<file path="src/rtl/mdio_reply_pkg.sv">
package mdio_reply_pkg;
   typedef enum logic [1:0] {
      OP_ADDR  = 2'b00,
      OP_WRITE = 2'b01,
      OP_RDINC = 2'b10,
      OP_READ  = 2'b11
   } mdio_op_e;

   localparam int unsigned ADR_W = 5;
   localparam int unsigned OP_W  = 2;
   localparam int unsigned ST_W  = 2;
   localparam int unsigned TA_W  = 2;
endpackage

</file>
<file path="src/rtl/mdio_sync.sv">
module mdio_sync #(
   parameter int unsigned WIDTH   = 2,
   parameter int unsigned STAGES  = 2,
   parameter logic [WIDTH-1:0] RST_VAL = '0
) (
   input  logic             clk,
   input  logic             rst_n,
   input  logic [WIDTH-1:0] d_i,
   output logic [WIDTH-1:0] q_o
);
   initial begin
      AST_SYNC_DEPTH: assert (STAGES >= 2) else $error("sync depth too small");
   end

   for (genvar b = 0; b < WIDTH; b++) begin : g_bit
      logic [STAGES-1:0] chain;
      always_ff @(posedge clk or negedge rst_n) begin
         if (!rst_n) chain <= {STAGES{RST_VAL[b]}};
         else        chain <= {chain[STAGES-2:0], d_i[b]};
      end
      assign q_o[b] = chain[STAGES-1];
   end
endmodule

</file>
<file path="src/rtl/mdio_frame_rx.sv">
module mdio_frame_rx
   import mdio_reply_pkg::*;
#(
   parameter int unsigned       DATA_W    = 16,
   parameter int unsigned       PRE_MIN   = 32,
   parameter logic [ADR_W-1:0]  PORT_ADDR = 5'd5,
   parameter logic [ADR_W-1:0]  DEV_ADDR  = 5'd1,
   parameter logic [ST_W-1:0]   ST_CODE   = 2'b00
) (
   input  logic              clk,
   input  logic              rst_n,
   input  logic              rise_s,
   input  logic              mdio_s,
   input  logic [DATA_W-1:0] reply_i,
   output logic              tx_start,
   output logic [DATA_W-1:0] tx_word,
   output logic              hit_rd,
   output logic              frm_valid,
   output mdio_op_e          frm_type,
   output logic [DATA_W-1:0] frm_data
);
   localparam int unsigned HDR_BITS   = ST_W + OP_W + 2 * ADR_W;
   localparam int unsigned FRAME_BITS = HDR_BITS + TA_W + DATA_W;
   localparam int unsigned LAST_IDX   = FRAME_BITS - 1;
   localparam int unsigned IDX_W      = $clog2(FRAME_BITS);
   localparam int unsigned PRE_W      = $clog2(PRE_MIN + 1);

   initial begin
      AST_ST_LEAD_ZERO: assert (ST_CODE[1] == 1'b0) else $error("start code must open with 0");
      AST_PRE_NONZERO:  assert (PRE_MIN >= 1) else $error("preamble length must be positive");
      AST_DATA_WIDTH:   assert (DATA_W >= 2) else $error("data width too small");
   end

   logic                in_frame;
   logic [IDX_W-1:0]    idx;
   logic [PRE_W-1:0]    pre_cnt;
   logic [HDR_BITS-1:0] hdr_sh;
   logic [HDR_BITS-1:0] hdr_next;
   logic [DATA_W-1:0]   dat_sh;
   logic [DATA_W-1:0]   dat_next;
   logic                hit;
   mdio_op_e            op_q;
   logic [DATA_W-1:0]   rd_word;

   logic [ST_W-1:0]  st_f;
   mdio_op_e         op_f;
   logic [ADR_W-1:0] pa_f;
   logic [ADR_W-1:0] da_f;
   logic             hdr_ok;

   always_comb begin
      hdr_next = {hdr_sh[HDR_BITS-2:0], mdio_s};
      dat_next = {dat_sh[DATA_W-2:0], mdio_s};
      st_f     = hdr_next[HDR_BITS-1 -: ST_W];
      op_f     = mdio_op_e'(hdr_next[HDR_BITS-ST_W-1 -: OP_W]);
      pa_f     = hdr_next[2*ADR_W-1 -: ADR_W];
      da_f     = hdr_next[ADR_W-1:0];
      hdr_ok   = (st_f == ST_CODE) && (pa_f == PORT_ADDR) &&
                 (da_f == DEV_ADDR) && (op_f != OP_RDINC);
   end

   always_ff @(posedge clk or negedge rst_n) begin
      if (!rst_n) begin
         in_frame  <= 1'b0;
         idx       <= '0;
         pre_cnt   <= '0;
         hdr_sh    <= '0;
         dat_sh    <= '0;
         hit       <= 1'b0;
         hit_rd    <= 1'b0;
         op_q      <= OP_ADDR;
         rd_word   <= '0;
         tx_start  <= 1'b0;
         frm_valid <= 1'b0;
         frm_type  <= OP_ADDR;
         frm_data  <= '0;
      end else begin
         frm_valid <= 1'b0;
         tx_start  <= 1'b0;
         if (rise_s) begin
            if (!in_frame) begin
               if (mdio_s) begin
                  if (pre_cnt != PRE_W'(PRE_MIN)) pre_cnt <= pre_cnt + 1'b1;
               end else begin
                  if (pre_cnt == PRE_W'(PRE_MIN)) begin
                     in_frame <= 1'b1;
                     idx      <= IDX_W'(1);
                     hdr_sh   <= '0;
                  end
                  pre_cnt <= '0;
               end
            end else begin
               hdr_sh <= hdr_next;
               dat_sh <= dat_next;
               idx    <= idx + 1'b1;
               if (idx == IDX_W'(HDR_BITS - 1)) begin
                  hit     <= hdr_ok;
                  hit_rd  <= hdr_ok && (op_f == OP_READ);
                  op_q    <= op_f;
                  rd_word <= reply_i;
               end
               if (idx == IDX_W'(HDR_BITS) && hit_rd) tx_start <= 1'b1;
               if (idx == IDX_W'(LAST_IDX)) begin
                  in_frame  <= 1'b0;
                  idx       <= '0;
                  frm_valid <= hit;
                  frm_type  <= op_q;
                  frm_data  <= hit_rd ? rd_word : dat_next;
               end
            end
         end
      end
   end

   assign tx_word = rd_word;

   AST_PRE_SATURATES: assert property (@(posedge clk) disable iff (!rst_n)
      pre_cnt <= PRE_W'(PRE_MIN));
   AST_STROBE_PULSE: assert property (@(posedge clk) disable iff (!rst_n)
      frm_valid |=> !frm_valid);
   AST_NO_RDINC_STROBE: assert property (@(posedge clk) disable iff (!rst_n)
      frm_valid |-> (frm_type != OP_RDINC));
endmodule

</file>
<file path="src/rtl/mdio_tx.sv">
module mdio_tx #(
   parameter int unsigned DATA_W = 16
) (
   input  logic              clk,
   input  logic              rst_n,
   input  logic              fall_s,
   input  logic              start,
   input  logic [DATA_W-1:0] word,
   output logic              mdio_o,
   output logic              mdio_oe
);
   localparam int unsigned SH_W  = DATA_W + 1;
   localparam int unsigned CNT_W = $clog2(SH_W + 1);

   logic             busy;
   logic [CNT_W-1:0] cnt;
   logic [SH_W-1:0]  sh;

   always_ff @(posedge clk or negedge rst_n) begin
      if (!rst_n) begin
         busy    <= 1'b0;
         cnt     <= '0;
         sh      <= '0;
         mdio_o  <= 1'b0;
         mdio_oe <= 1'b0;
      end else if (start) begin
         busy <= 1'b1;
         cnt  <= '0;
         sh   <= {1'b0, word};
      end else if (fall_s && busy) begin
         if (cnt != CNT_W'(SH_W)) begin
            mdio_oe <= 1'b1;
            mdio_o  <= sh[SH_W-1];
            sh      <= {sh[SH_W-2:0], 1'b0};
            cnt     <= cnt + 1'b1;
         end else begin
            mdio_oe <= 1'b0;
            mdio_o  <= 1'b0;
            busy    <= 1'b0;
         end
      end
   end

   AST_TX_ON_FALL_ONLY: assert property (@(posedge clk) disable iff (!rst_n)
      (!fall_s && !start) |=> ($stable(mdio_o) && $stable(mdio_oe)));
endmodule

</file>
<file path="src/rtl/mdio_reply_slave.sv">
module mdio_reply_slave
   import mdio_reply_pkg::*;
#(
   parameter int unsigned       DATA_W      = 16,
   parameter int unsigned       PRE_MIN     = 32,
   parameter int unsigned       SYNC_STAGES = 2,
   parameter logic [ADR_W-1:0]  PORT_ADDR   = 5'd5,
   parameter logic [ADR_W-1:0]  DEV_ADDR    = 5'd1
) (
   input  logic              clk_i,
   input  logic              rst_ni,
   input  logic              mdc_i,
   input  logic              mdio_i,
   output logic              mdio_o,
   output logic              mdio_oe_o,
   input  logic [DATA_W-1:0] reply_i,
   output logic              frm_valid_o,
   output logic [1:0]        frm_type_o,
   output logic [DATA_W-1:0] frm_data_o
);
   logic [1:0]        pins_s;
   logic              mdc_s;
   logic              mdio_s;
   logic              mdc_prev;
   logic              rise_s;
   logic              fall_s;
   logic              tx_start;
   logic [DATA_W-1:0] tx_word;
   logic              hit_rd;
   mdio_op_e          frm_type;

   mdio_sync #(
      .WIDTH   (2),
      .STAGES  (SYNC_STAGES),
      .RST_VAL (2'b00)
   ) sync_i (
      .clk   (clk_i),
      .rst_n (rst_ni),
      .d_i   ({mdc_i, mdio_i}),
      .q_o   (pins_s)
   );

   assign mdc_s  = pins_s[1];
   assign mdio_s = pins_s[0];

   always_ff @(posedge clk_i or negedge rst_ni) begin
      if (!rst_ni) mdc_prev <= 1'b0;
      else         mdc_prev <= mdc_s;
   end

   assign rise_s = mdc_s & ~mdc_prev;
   assign fall_s = ~mdc_s & mdc_prev;

   mdio_frame_rx #(
      .DATA_W    (DATA_W),
      .PRE_MIN   (PRE_MIN),
      .PORT_ADDR (PORT_ADDR),
      .DEV_ADDR  (DEV_ADDR),
      .ST_CODE   (2'b00)
   ) rx_i (
      .clk       (clk_i),
      .rst_n     (rst_ni),
      .rise_s    (rise_s),
      .mdio_s    (mdio_s),
      .reply_i   (reply_i),
      .tx_start  (tx_start),
      .tx_word   (tx_word),
      .hit_rd    (hit_rd),
      .frm_valid (frm_valid_o),
      .frm_type  (frm_type),
      .frm_data  (frm_data_o)
   );

   assign frm_type_o = frm_type;

   mdio_tx #(
      .DATA_W (DATA_W)
   ) tx_i (
      .clk     (clk_i),
      .rst_n   (rst_ni),
      .fall_s  (fall_s),
      .start   (tx_start),
      .word    (tx_word),
      .mdio_o  (mdio_o),
      .mdio_oe (mdio_oe_o)
   );

   AST_OE_ONLY_FOR_READ: assert property (@(posedge clk_i) disable iff (!rst_ni)
      $rose(mdio_oe_o) |-> hit_rd);
   AST_RD_STROBE_TYPE: assert property (@(posedge clk_i) disable iff (!rst_ni)
      (frm_valid_o && hit_rd) |-> (frm_type_o == 2'b11));
endmodule

</file>
<file path="config.mk">
export PLATFORM = sky130hd
export DESIGN_NAME = mdio_reply_slave
export DESIGN_NICKNAME = d
export VERILOG_FILES = /design/src/rtl/mdio_reply_pkg.sv /design/src/rtl/mdio_sync.sv /design/src/rtl/mdio_frame_rx.sv /design/src/rtl/mdio_tx.sv /design/src/rtl/mdio_reply_slave.sv
export SDC_FILE = /design/constraint.sdc
export NUM_CORES = 1
export LEC_CHECK = 0
export BUFFER_PORTS_ARGS = -buffer_cell sky130_fd_sc_hd__buf_2
export CORE_UTILIZATION = 47
export DETAILED_ROUTE_END_ITERATION = 7
export HOLD_SLACK_MARGIN = 0.06
export PLACE_DENSITY = 0.66
export SLEW_MARGIN = 20
export SYNTH_ARGS = -nofsm -noshare
export SYNTH_HDL_FRONTEND = slang
export SYNTH_HIERARCHICAL = 1
export SYNTH_SLANG_ARGS = --single-unit
</file>
<file path="constraint.sdc">
create_clock -name clk_i -period 1.7 [get_ports clk_i]
set_input_delay 0.085 -clock clk_i [delete_from_list [all_inputs] [get_ports clk_i]]
set_output_delay 0.085 -clock clk_i [all_outputs]
set_load 0.02 [all_outputs]
</file>
==> flow_metrics.tcl, run 1 <==
set metrics [dict create \
    status "finished clean" \
    grt_usage_pct 19.76 \
    cp_max_fo 8 \
    placed_cells 646 \
    synth.mux.area_fraction_pct 10.20 \
    cp.arrival_ns 1.92 \
    wl_per_cell_um 15.17 \
    vias_per_cell 5.361 \
    grt_pass1_vias 3595 \
    synth.top_cell.area_share_pct 54.73 \
    clk_pin_slew_ns 0.11 \
    first_pass_iters 4 \
    r2r_end "rx_i/tx_word[10]$_DFFE_PN0P_" \
    drt-total-wl_mm 10.47 \
    crit_chain "inv_1 > ha_4 > nand3_4 > nor3_4 > clkbuf_16 > mux2_4" \
    min_period_ns 1.678 \
    syn2layout_area_growth_pct 20.67 \
    synth_top_family_by_area "simple AND/OR/NAND/NOR gates" \
    worstSetupPathType "register to register" \
    max_freq_mhz 595.8 \
    clock_path_buffers 2 \
    setup_violations 0 \
    yosys.area_share.simple_pct 15.60 \
    vias 3699 \
    yosysTopAreaCell "dfrtp_1" \
    fin_cells 690 \
    async_flop_share_pct 100.0 \
    die_y_um 105.5 \
    relSlewSlack_pct 60.94 \
    min_period_over_period_pct 98.73 \
    cp-startpoint "rx_i/idx[1]$_DFFE_PN0P_" \
    die_area_mm2 0.01112 \
    gp_congestion 0.8253 \
    slowest_delay_ns 0.43 \
    setup-tns-final_ns 0 \
    slowest_stage "dfrtp_1" \
    grt_overflow 0 \
    drc_errors 0 \
    cp.required_ns 1.94 \
    powerDensity_mw_per_mm2 747.9 \
    syn-cell-area_mm2 0.005030 \
    final_common_cell "dfrtp_1" \
    clockRootBuffer "clkbuf_8" \
    n_antenna_cell 0 \
    clk_latency_ns 0.36 \
    drt_first_iter_violations 164 \
    finalClockSkew_ns 0.01656 \
    drv_cap 0 \
    endpoint "rx_i/tx_word[10]$_DFFE_PN0P_" \
    io_buffer_count 40 \
    cts.htree.levels 3 \
    grt_max_degree 48 \
    cts_made_buffers 9 \
    cts.sinks 110 \
    ys_ff_latch 110 \
    syn-num-nets 501 \
    hold_violations 0 \
    drive_gt1_share_pct 24.01 \
    final_cell_mix "110 x dfrtp_1, 94 x nand2_1, 39 x buf_2" \
    leakage_nw 2.849 \
    tightestPinTransition_ns 0.5859 \
    slew_violations 0 \
    synth_compound_area_share_pct 12.89 \
    ys_seq_area_share_pct 54.73 \
    critPathCaptureType "register" \
    die_w_um 105.5 \
    rows 37 \
    hold_class "input port to asynchronous set/reset pin" \
    vdd_ir_drop_max_uv 438.7 \
    finalInstanceArea_mm2 0.006070 \
    r2r_setup_slack_ns 0.02 \
    ant_nets 0 \
    postPlaceCellArea_mm2 0.005553 \
    grt_antenna_before_repair 0 \
    synthXorXnorAreaFrac_pct 0 \
    total_power_mw 4.540 \
    core-area_mm2 0.01037 \
    netlist_instances 473 \
    pin_count 41 \
    cts_tree "built" \
    synth_flop_cell "dfrtp_1" \
    synth_cell_types 56 \
    start_util_pct 48.50 \
    reg2reg_from "rx_i/idx[1]$_DFFE_PN0P_" \
    post_synth_fa_ha_maj_area_fraction_pct 1.990 \
    reg2reg_depth 6 \
    post-route-util_pct 58.53 \
    rsz0062_at_grt "yes" \
    avgSynthCellArea_um2 10.63 \
    ys_warn_count 6 \
    hpwl_mm 6.789 \
    nFillCells 889 \
    nNetsFinal 578 \
    cp-start-kind "register" \
    synthTopCellsByArea "dfrtp_1 55%, nand2_1 7.0%, mux2i_1 4.4%, o21ai_0 3.6%, mux2_4 2.7%" \
    synth-edff-count 0 \
    grt_first_pass_wirelength_mm 17.37 \
]
worst max-delay path: cells and delay by family (launching register included):
| kind | cells | cell delay [ns] |
|---|---|---|
| DFF | 1 | 0.43 |
| adders and majority gates | 1 | 0.14 |
| muxes | 1 | 0.30 |
| buffers and inverters | 2 | 0.34 |
| and+or+nand+nor | 2 | 0.35 |
cells in the mapped netlist, drive strengths merged, types with 11 or more instances:
cell    count
o21ai      55
buf        20
nor2b      19
inv        12
a21oi      21
clkbuf     11
mux2       23
nand2      97
mux2i      22
dfrtp     110
a31oi      16
per-layer routing:
metal,track usage [%],vias to the layer above,wire length [um],part of all wire [%]
li1,-,1798,-,-
met1,25.25,1842,4701,45
met2,33.93,51,5398,52
met3,4.453,8,277,2.6
met4,5.030,0,91,0.87
met5,0,-,0,0
worst min-delay path by stage:
stage,to,start
6_report,rx_i/dat_sh[11]$_DFFE_PN0P_,rst_ni
5_1_grt,rx_i/dat_sh[11]$_DFFE_PN0P_,rst_ni
4_1_cts,rx_i/frm_data[11]$_DFFE_PN0P_,rst_ni
3_5_place_dp,rx_i/frm_data[11]$_DFFE_PN0P_,rst_ni
3_3_place_gp,rx_i/frm_data[11]$_DFFE_PN0P_,rst_ni
2_1_floorplan,mdc_prev$_DFF_PN0_,rst_ni
final cells by class:
class	count	area [um2]	area share [%]
tap	136	170.2	2.804
multi-input combinational	320	2111	34.78
clock buffer	11	141.4	2.329
clock inverter	4	55.05	0.9070
inverter	12	45.04	0.7421
sequential	110	2753	45.35
timing repair buffer	97	794.5	13.09
stage by stage:
stage          hold WS (ns)  worst slack (ns)
2_1_floorplan       -0.2106         -0.004926
3_3_place_gp         0.1176          -0.02477
3_5_place_dp         0.1266          -0.06954
4_1_cts              0.2693           0.02295
5_1_grt              0.2972          -0.05564
6_report             0.2708           0.02163
logic make-up (layout without fill, tap and decap cells):
family / Yosys count / after routing
buf+inv: 43 / 124
simple gates: 156 / 156
fa+ha+maj: 8 / 8
mux: 45 / 45
compound gates: 111 / 111
flops: 110 / 110
flip-flops by register name (all words and copies together) (netlist names):
signal and flops:
tx_i/cnt 5, rx_i/idx 5, rx_i/tx_start 1, mdc_prev 1, rx_i/op_q 2, rx_i/tx_word 16
rx_i/frm_data 16, rx_i/frm_type 2, rx_i/in_frame 1, rx_i/frm_valid 1, rx_i/dat_sh 15, rx_i/hit_rd 1
sync_i/g_bit.chain 4, tx_i/busy 1, tx_i/mdio_o 1, tx_i/sh 17, tx_i/mdio_oe 1, rx_i/pre_cnt 6
rx_i/hdr_sh 13, rx_i/hit 1
what timing repair did:
item | CTS | global route
hold buffers | 19 | 0
endpoints found under the setup margin | 26 | 19
resized for setup | 2 | 7
gates cloned | 0 | 1
buffers inserted | 6 | 3
hold endpoints to repair | 59 | 0
pin swaps | 2 | 1
power by group:
group	total (mW)	switching (mW)	internal, mW
logic	0.264	0.141	0.123
clock network	1.59	0.866	0.727
registers	2.68	0.0382	2.64
total	4.54	1.05	3.49
Note: power is estimated with default switching activity, not from simulation.
==> run 2: changes to the inputs <==
--- a/config.mk
+++ b/config.mk
@@ -8,6 +8,7 @@
 export BUFFER_PORTS_ARGS = -buffer_cell sky130_fd_sc_hd__buf_2
 export CORE_UTILIZATION = 47
 export DETAILED_ROUTE_END_ITERATION = 7
+export GPL_TIMING_DRIVEN = 0
 export HOLD_SLACK_MARGIN = 0.06
 export PLACE_DENSITY = 0.66
 export SLEW_MARGIN = 20
==> run 2 against run 1 <==
Effect of this change:
- the flow now finishes with violations (negative setup slack)
- worst hold slack worse by 0.094 ns
- sequential power hardly changed
- setup slack got worse by 0.051 ns
- non-clock buffer count up 9
- fmax is 2.9% lower
- highest routed layer unchanged
- first-iteration DRC count shrank 17%
==> flow_metrics.tcl, run 2 (same netlist as run 1, synthesis figures left out) <==
set metrics [dict create \
    status "finished with violations" \
    failed_checks "negative setup slack" \
    hpwl_mm 7.290 \
    nNetsFinal 587 \
    finalClockSkew_ns 0.01393 \
    cp-start-kind "register" \
    final_common_cell "dfrtp_1" \
    post-route-util_pct 58.61 \
    cts.sinks 110 \
    pin_count 41 \
    fin_cells 699 \
    drive_gt1_share_pct 25.04 \
    switchingPower_mw 1.023 \
    leakage_nw 2.840 \
    swShare_pct 23.53 \
    clk_latency_ns 0.37 \
    cp.required_ns 1.96 \
    largest_reg_flops 17 \
    grt_antenna_before_repair 0 \
    critPathCaptureType "register" \
    cts.htree.levels 3 \
    slowest_delay_ns 0.44 \
    clkPwrFrac_pct 32.5 \
    drt-total-wl_mm 10.88 \
    wl_per_cell_um 15.57 \
    slowest_stage "dfrtp_1" \
    grt_pass1_vias 3783 \
    drv_cap 0 \
    die_y_um 105.5 \
    relSlewSlack_pct 67.89 \
    nFillCells 909 \
    powerDensity_mw_per_mm2 715.1 \
    vias 3701 \
    placed_cells 650 \
    cp_num_buf_inv 3 \
    setup_violations 18 \
    max_freq_mhz 578.4 \
    dp_worst_setup_slack_ns -0.4997 \
    io_buffer_count 40 \
    hold_violations 0 \
    gp_congestion 0.7756 \
    die_w_um 105.5 \
    cts_made_buffers 9 \
    crit_family "flip-flops" \
    worstSetupPathType "register to register" \
    setup_slack_ns -0.02905 \
    hold_class "input port to asynchronous set/reset pin" \
    clockRootBuffer "clkbuf_8" \
    grt_max_degree 72 \
    pwr-share-seq_pct 61.9 \
    crit_chain "buf_6 > inv_4 > ha_4 > nand3_4 > buf_4 > or3_1 > mux2_2" \
    clk_pin_slew_ns 0.10 \
    core-area_mm2 0.01037 \
    grt_overflow 0 \
    min_period_ns 1.729 \
    slew_violations 0 \
    die_area_mm2 0.01112 \
    first_pass_iters 4 \
    n_antenna_cell 0 \
    grt_first_pass_wirelength_mm 18.21 \
    total_power_mw 4.347 \
    clock_path_buffers 2 \
    min_period_over_period_pct 101.7 \
    cts_tree "built" \
    tightestPinTransition_ns 0.4817 \
    vias_per_cell 5.295 \
    setup-tns-final_ns -0.2822 \
    start_util_pct 48.50 \
    ant_nets 0 \
    cp_max_fo 3 \
    vdd_ir_drop_max_uv 400.5 \
    top_register "tx_i/sh" \
    rsz0062_at_grt "yes" \
    grt_usage_pct 20.97 \
    drc_errors 0 \
    syn2layout_area_growth_pct 20.85 \
    final_cell_mix "107 x dfrtp_1, 94 x nand2_1, 47 x buf_2" \
    rows 37 \
    cp.arrival_ns 1.99 \
    internal_power_mw 3.324 \
    p_comb_share_pct 5.6 \
    drt_first_iter_violations 136 \
]
-- run 2: routing by layer --
metal  global-route usage [%]  part of all wire, %  vias to the layer above
met1                    26.76                   45                     1826
met4                    6.841                  1.2                        0
met2                    35.39                   51                       54
met3                    4.576                  2.5                       12
li1                         -                    -                     1809
met5                        0                    0                        -
-- run 2: path summary, 6_finish.rpt --
kind	to	start	slack, ns	depth (start not counted)
min in group clk_i	sync_i/g_bit[0].chain[0]$_DFF_PN0_	mdio_i	0.35	2
max reg2reg	rx_i/op_q[0]$_DFFE_PN0P_	rx_i/idx[1]$_DFFE_PN0P_	-0.03	7
min reg2reg	sync_i/g_bit[0].chain[1]$_DFF_PN0_	sync_i/g_bit[0].chain[0]$_DFF_PN0_	0.35	0
min	rx_i/frm_data[11]$_DFFE_PN0P_	rst_ni	0.18	2
max	rx_i/op_q[0]$_DFFE_PN0P_	rx_i/idx[1]$_DFFE_PN0P_	-0.03	7
max in group asynchronous	rx_i/pre_cnt[0]$_DFFE_PN0P_	rst_ni	0.82	3
-- run 2: layout make-up --
| cell class | instances | area (um2) | share of cell area [%] |
|---|---|---|---|
| sequential | 110 | 2756 | 45.35 |
| tap | 136 | 170.2 | 2.800 |
| buffer | 30 | 206.4 | 3.396 |
| multi-input combinational | 320 | 2155 | 35.45 |
| clock inverter | 3 | 21.27 | 0.3499 |
| inverter | 12 | 47.55 | 0.7822 |
| clock buffer | 12 | 145.1 | 2.388 |
| timing repair buffer | 76 | 576.8 | 9.489 |
-- run 2: metrics by stage --
stage / instance area, um2 / hold WS [ns]
floorplan: 5072 / -0.2106
global placement: 5443 / 0.1939
detailed placement: 5477 / 0.01700
CTS: 6042 / 0.1811
global route: 6078 / 0.1874
finish: 6078 / 0.1764
-- run 2: timing repair --
item / 4_1_cts / 5_1_grt
pin swaps: 2 / 2
buffers inserted: 14 / 2
hold buffers: 19 / 0
resized for setup: 26 / 23
gates cloned: 0 / 0
endpoints found under the setup margin: 47 / 74
endpoints found under the hold margin: 128 / 0
-- run 2: power by group through the flow --
stage / clock network, mW / registers (mW) / logic (mW)
floorplan: 0 / 2.73 / 0.0918
global placement: 0 / 2.73 / 0.182
detailed placement: 0 / 2.73 / 0.198
CTS: 1.46 / 2.68 / 0.239
global route: 1.55 / 2.70 / 0.279
finish: 1.41 / 2.69 / 0.243
==> run 3: changes to the inputs <==
--- a/config.mk
+++ b/config.mk
@@ -7,10 +7,10 @@
 export LEC_CHECK = 0
 export BUFFER_PORTS_ARGS = -buffer_cell sky130_fd_sc_hd__buf_2
 export CORE_UTILIZATION = 47
+export CTS_BUF_LIST = sky130_fd_sc_hd__clkbuf_8
 export DETAILED_ROUTE_END_ITERATION = 7
-export GPL_TIMING_DRIVEN = 0
 export HOLD_SLACK_MARGIN = 0.06
-export PLACE_DENSITY = 0.66
+export PLACE_DENSITY_LB_ADDON = 0.15
 export SLEW_MARGIN = 20
 export SYNTH_ARGS = -nofsm -noshare
 export SYNTH_HDL_FRONTEND = slang
==> run 3 against run 2 <==
Effect of this change:
- the flow now finishes without violations
- combinational power grew 5%
- sequential share of layout area barely moved
- fmax grew 6.6%
- power decreased by 0.19%
- first-iteration DRC count shrank 0.74%
- die area did not move
- sequential power about the same
- clock power hardly changed
- wire length decreased by 6.6%
- non-clock buffer count down 8
- clock skew is 0.0010 ns lower
- critical endpoint is now rx_i/tx_word[9]$_DFFE_PN0P_
- largest cell class unchanged
==> flow_metrics.tcl, run 3 (same netlist as run 1, synthesis figures left out) <==
set metrics [dict create \
    dp_worst_setup_slack_ns -0.06121 \
    clk_pin_slew_ns 0.10 \
    cp.arrival_ns 1.89 \
    largest_reg_flops 17 \
    highest_layer "met4" \
    grt_first_pass_wirelength_mm 17.03 \
    status "finished clean" \
    whs_ns 0.1906 \
    finalInstanceArea_mm2 0.006072 \
    wl_per_cell_um 14.69 \
    grt_usage_pct 19.66 \
    die_area_mm2 0.01112 \
    r2r_setup_slack_ns 0.08 \
    wl_met2_mm 5.186 \
    leakage_nw 2.850 \
    min_period_over_period_pct 95.43 \
    clk_latency_ns 0.38 \
    relSlewSlack_pct 67.29 \
    pin_count 41 \
    cts.sinks 110 \
    syn2layout_area_growth_pct 20.72 \
    min_period_ns 1.622 \
    vias 3650 \
    die_y_um 105.5 \
    cts.htree.levels 3 \
    crit_family "simple AND/OR/NAND/NOR gates" \
    powerDensity_mw_per_mm2 714.5 \
    final_cell_mix "110 x dfrtp_1, 94 x nand2_1, 39 x buf_2" \
    crit_chain "nor2b_4 > nand3_4 > nor3_4 > buf_12 > clkbuf_16 > mux2_4" \
    grt_overflow 0 \
    slowest_delay_ns 0.42 \
    ant_nets 0 \
    total_power_mw 4.339 \
    rsz0062_at_grt "yes" \
    rows 37 \
    slew_violations 0 \
    cts_tree "built" \
    cp.required_ns 1.97 \
    tightestPinTransition_ns 0.4906 \
    post-route-util_pct 58.55 \
    wl_met1_mm 4.399 \
    drt_first_iter_violations 135 \
    io_buffer_count 40 \
    top_register "tx_i/sh" \
    setup_slack_ns 0.07766 \
    nNetsFinal 579 \
    first_pass_iters 4 \
    finalClockSkew_ns 0.01288 \
    grt_max_degree 47 \
    cts_made_buffers 9 \
    start_util_pct 48.50 \
    final_common_cell "dfrtp_1" \
    hpwl_mm 6.877 \
    grt_antenna_before_repair 0 \
    slowest_stage "dfrtp_1" \
    n_antenna_cell 0 \
    postPlaceCellArea_mm2 0.005553 \
    clockRootBuffer "clkbuf_8" \
    setup_violations 0 \
    drv_cap 0 \
    cp_max_fo 8 \
    grt_pass1_vias 3678 \
    max_freq_mhz 616.4 \
    wl_met3_um 299 \
    core-area_mm2 0.01037 \
    vdd_ir_drop_max_uv 544.6 \
    nFillCells 894 \
    vias_per_cell 5.275 \
    cp-start-kind "register" \
    r2r_end "rx_i/tx_word[9]$_DFFE_PN0P_" \
    drc_errors 0 \
    hold_violations 0 \
    drt-total-wl_mm 10.16 \
    gp_congestion 0.7950 \
    cp_num_buf_inv 2 \
    hold_class "input port to asynchronous set/reset pin" \
    clock_path_buffers 2 \
    reg2reg_depth 6 \
    critPathCaptureType "register" \
    reg2reg_from "mdc_prev$_DFF_PN0_" \
    worstSetupPathType "register to register" \
    die_w_um 105.5 \
    drive_gt1_share_pct 23.74 \
]
run 3: layout make-up:
cell class,count,area (um2),share of cell area [%]
flip-flops and latches,110,2753,45.33
clock inverters,6,31.28,0.5151
repair buffers,98,824.5,13.58
multi-input cells,320,2111,34.76
inverters,12,45.04,0.7418
well taps,136,170.2,2.802
clock buffers,10,137.6,2.267
run 3: per-stage QoR:
stage               TNS (ns)  cells
global route         -0.1380    692
CTS                        0    683
floorplan           -0.04434    473
global placement    -0.02697    646
detailed placement  -0.06478    646
finish                     0    692
run 3: how the worst max path moves through the flow:
stage                                                   from                      endpoint  slack (ns)  cells past startpoint
after floorplan           sync_i/g_bit[1].chain[1]$_DFF_PN0_  rx_i/tx_word[10]$_DFFE_PN0P_      -0.005                      7
after global placement               rx_i/idx[1]$_DFFE_PN0P_       rx_i/idx[3]$_DFFE_PN0P_       -0.03                      6
after detailed placement             rx_i/idx[1]$_DFFE_PN0P_       rx_i/idx[3]$_DFFE_PN0P_       -0.06                      6
after CTS                            rx_i/idx[0]$_DFFE_PN0P_  rx_i/tx_word[15]$_DFFE_PN0P_        0.02                      6
after global routing                      mdc_prev$_DFF_PN0_   rx_i/tx_word[7]$_DFFE_PN0P_       -0.02                      6
final                                     mdc_prev$_DFF_PN0_   rx_i/tx_word[9]$_DFFE_PN0P_        0.08                      6
run 3: worst register-to-register path, delay by kind of cell, from the launching register on:
kind	cells	cell delay (ns)
flip-flops	1	0.42
multiplexers	1	0.30
buffers and inverters	2	0.30
AND/OR/NAND/NOR	3	0.50
run 3: repair_timing:
action / 4_1_cts / 5_1_grt
hold buffers: 19 / 0
endpoints found under the setup margin: 2 / 34
buffers inserted: 2 / 7
cloned: 0 / 2
endpoints found under the hold margin: 73 / 0
pin swaps: 2 / 3
resized for setup: 0 / 8
run 3: report_power, final:
| part | internal [mW] | total, mW | switching, mW |
|---|---|---|---|
| Sequential | 2.64 | 2.68 | 0.0358 |
| Clock | 0.556 | 1.40 | 0.847 |
| Combinational | 0.117 | 0.256 | 0.139 |
| Total | 3.32 | 4.34 | 1.02 |
run 3: routing by layer:
metal	GRT usage, %	vias to the layer above
li1	-	1791
met1	24.01	1792
met2	32.71	47
met3	5.257	20
met4	8.652	0
met5	0	-
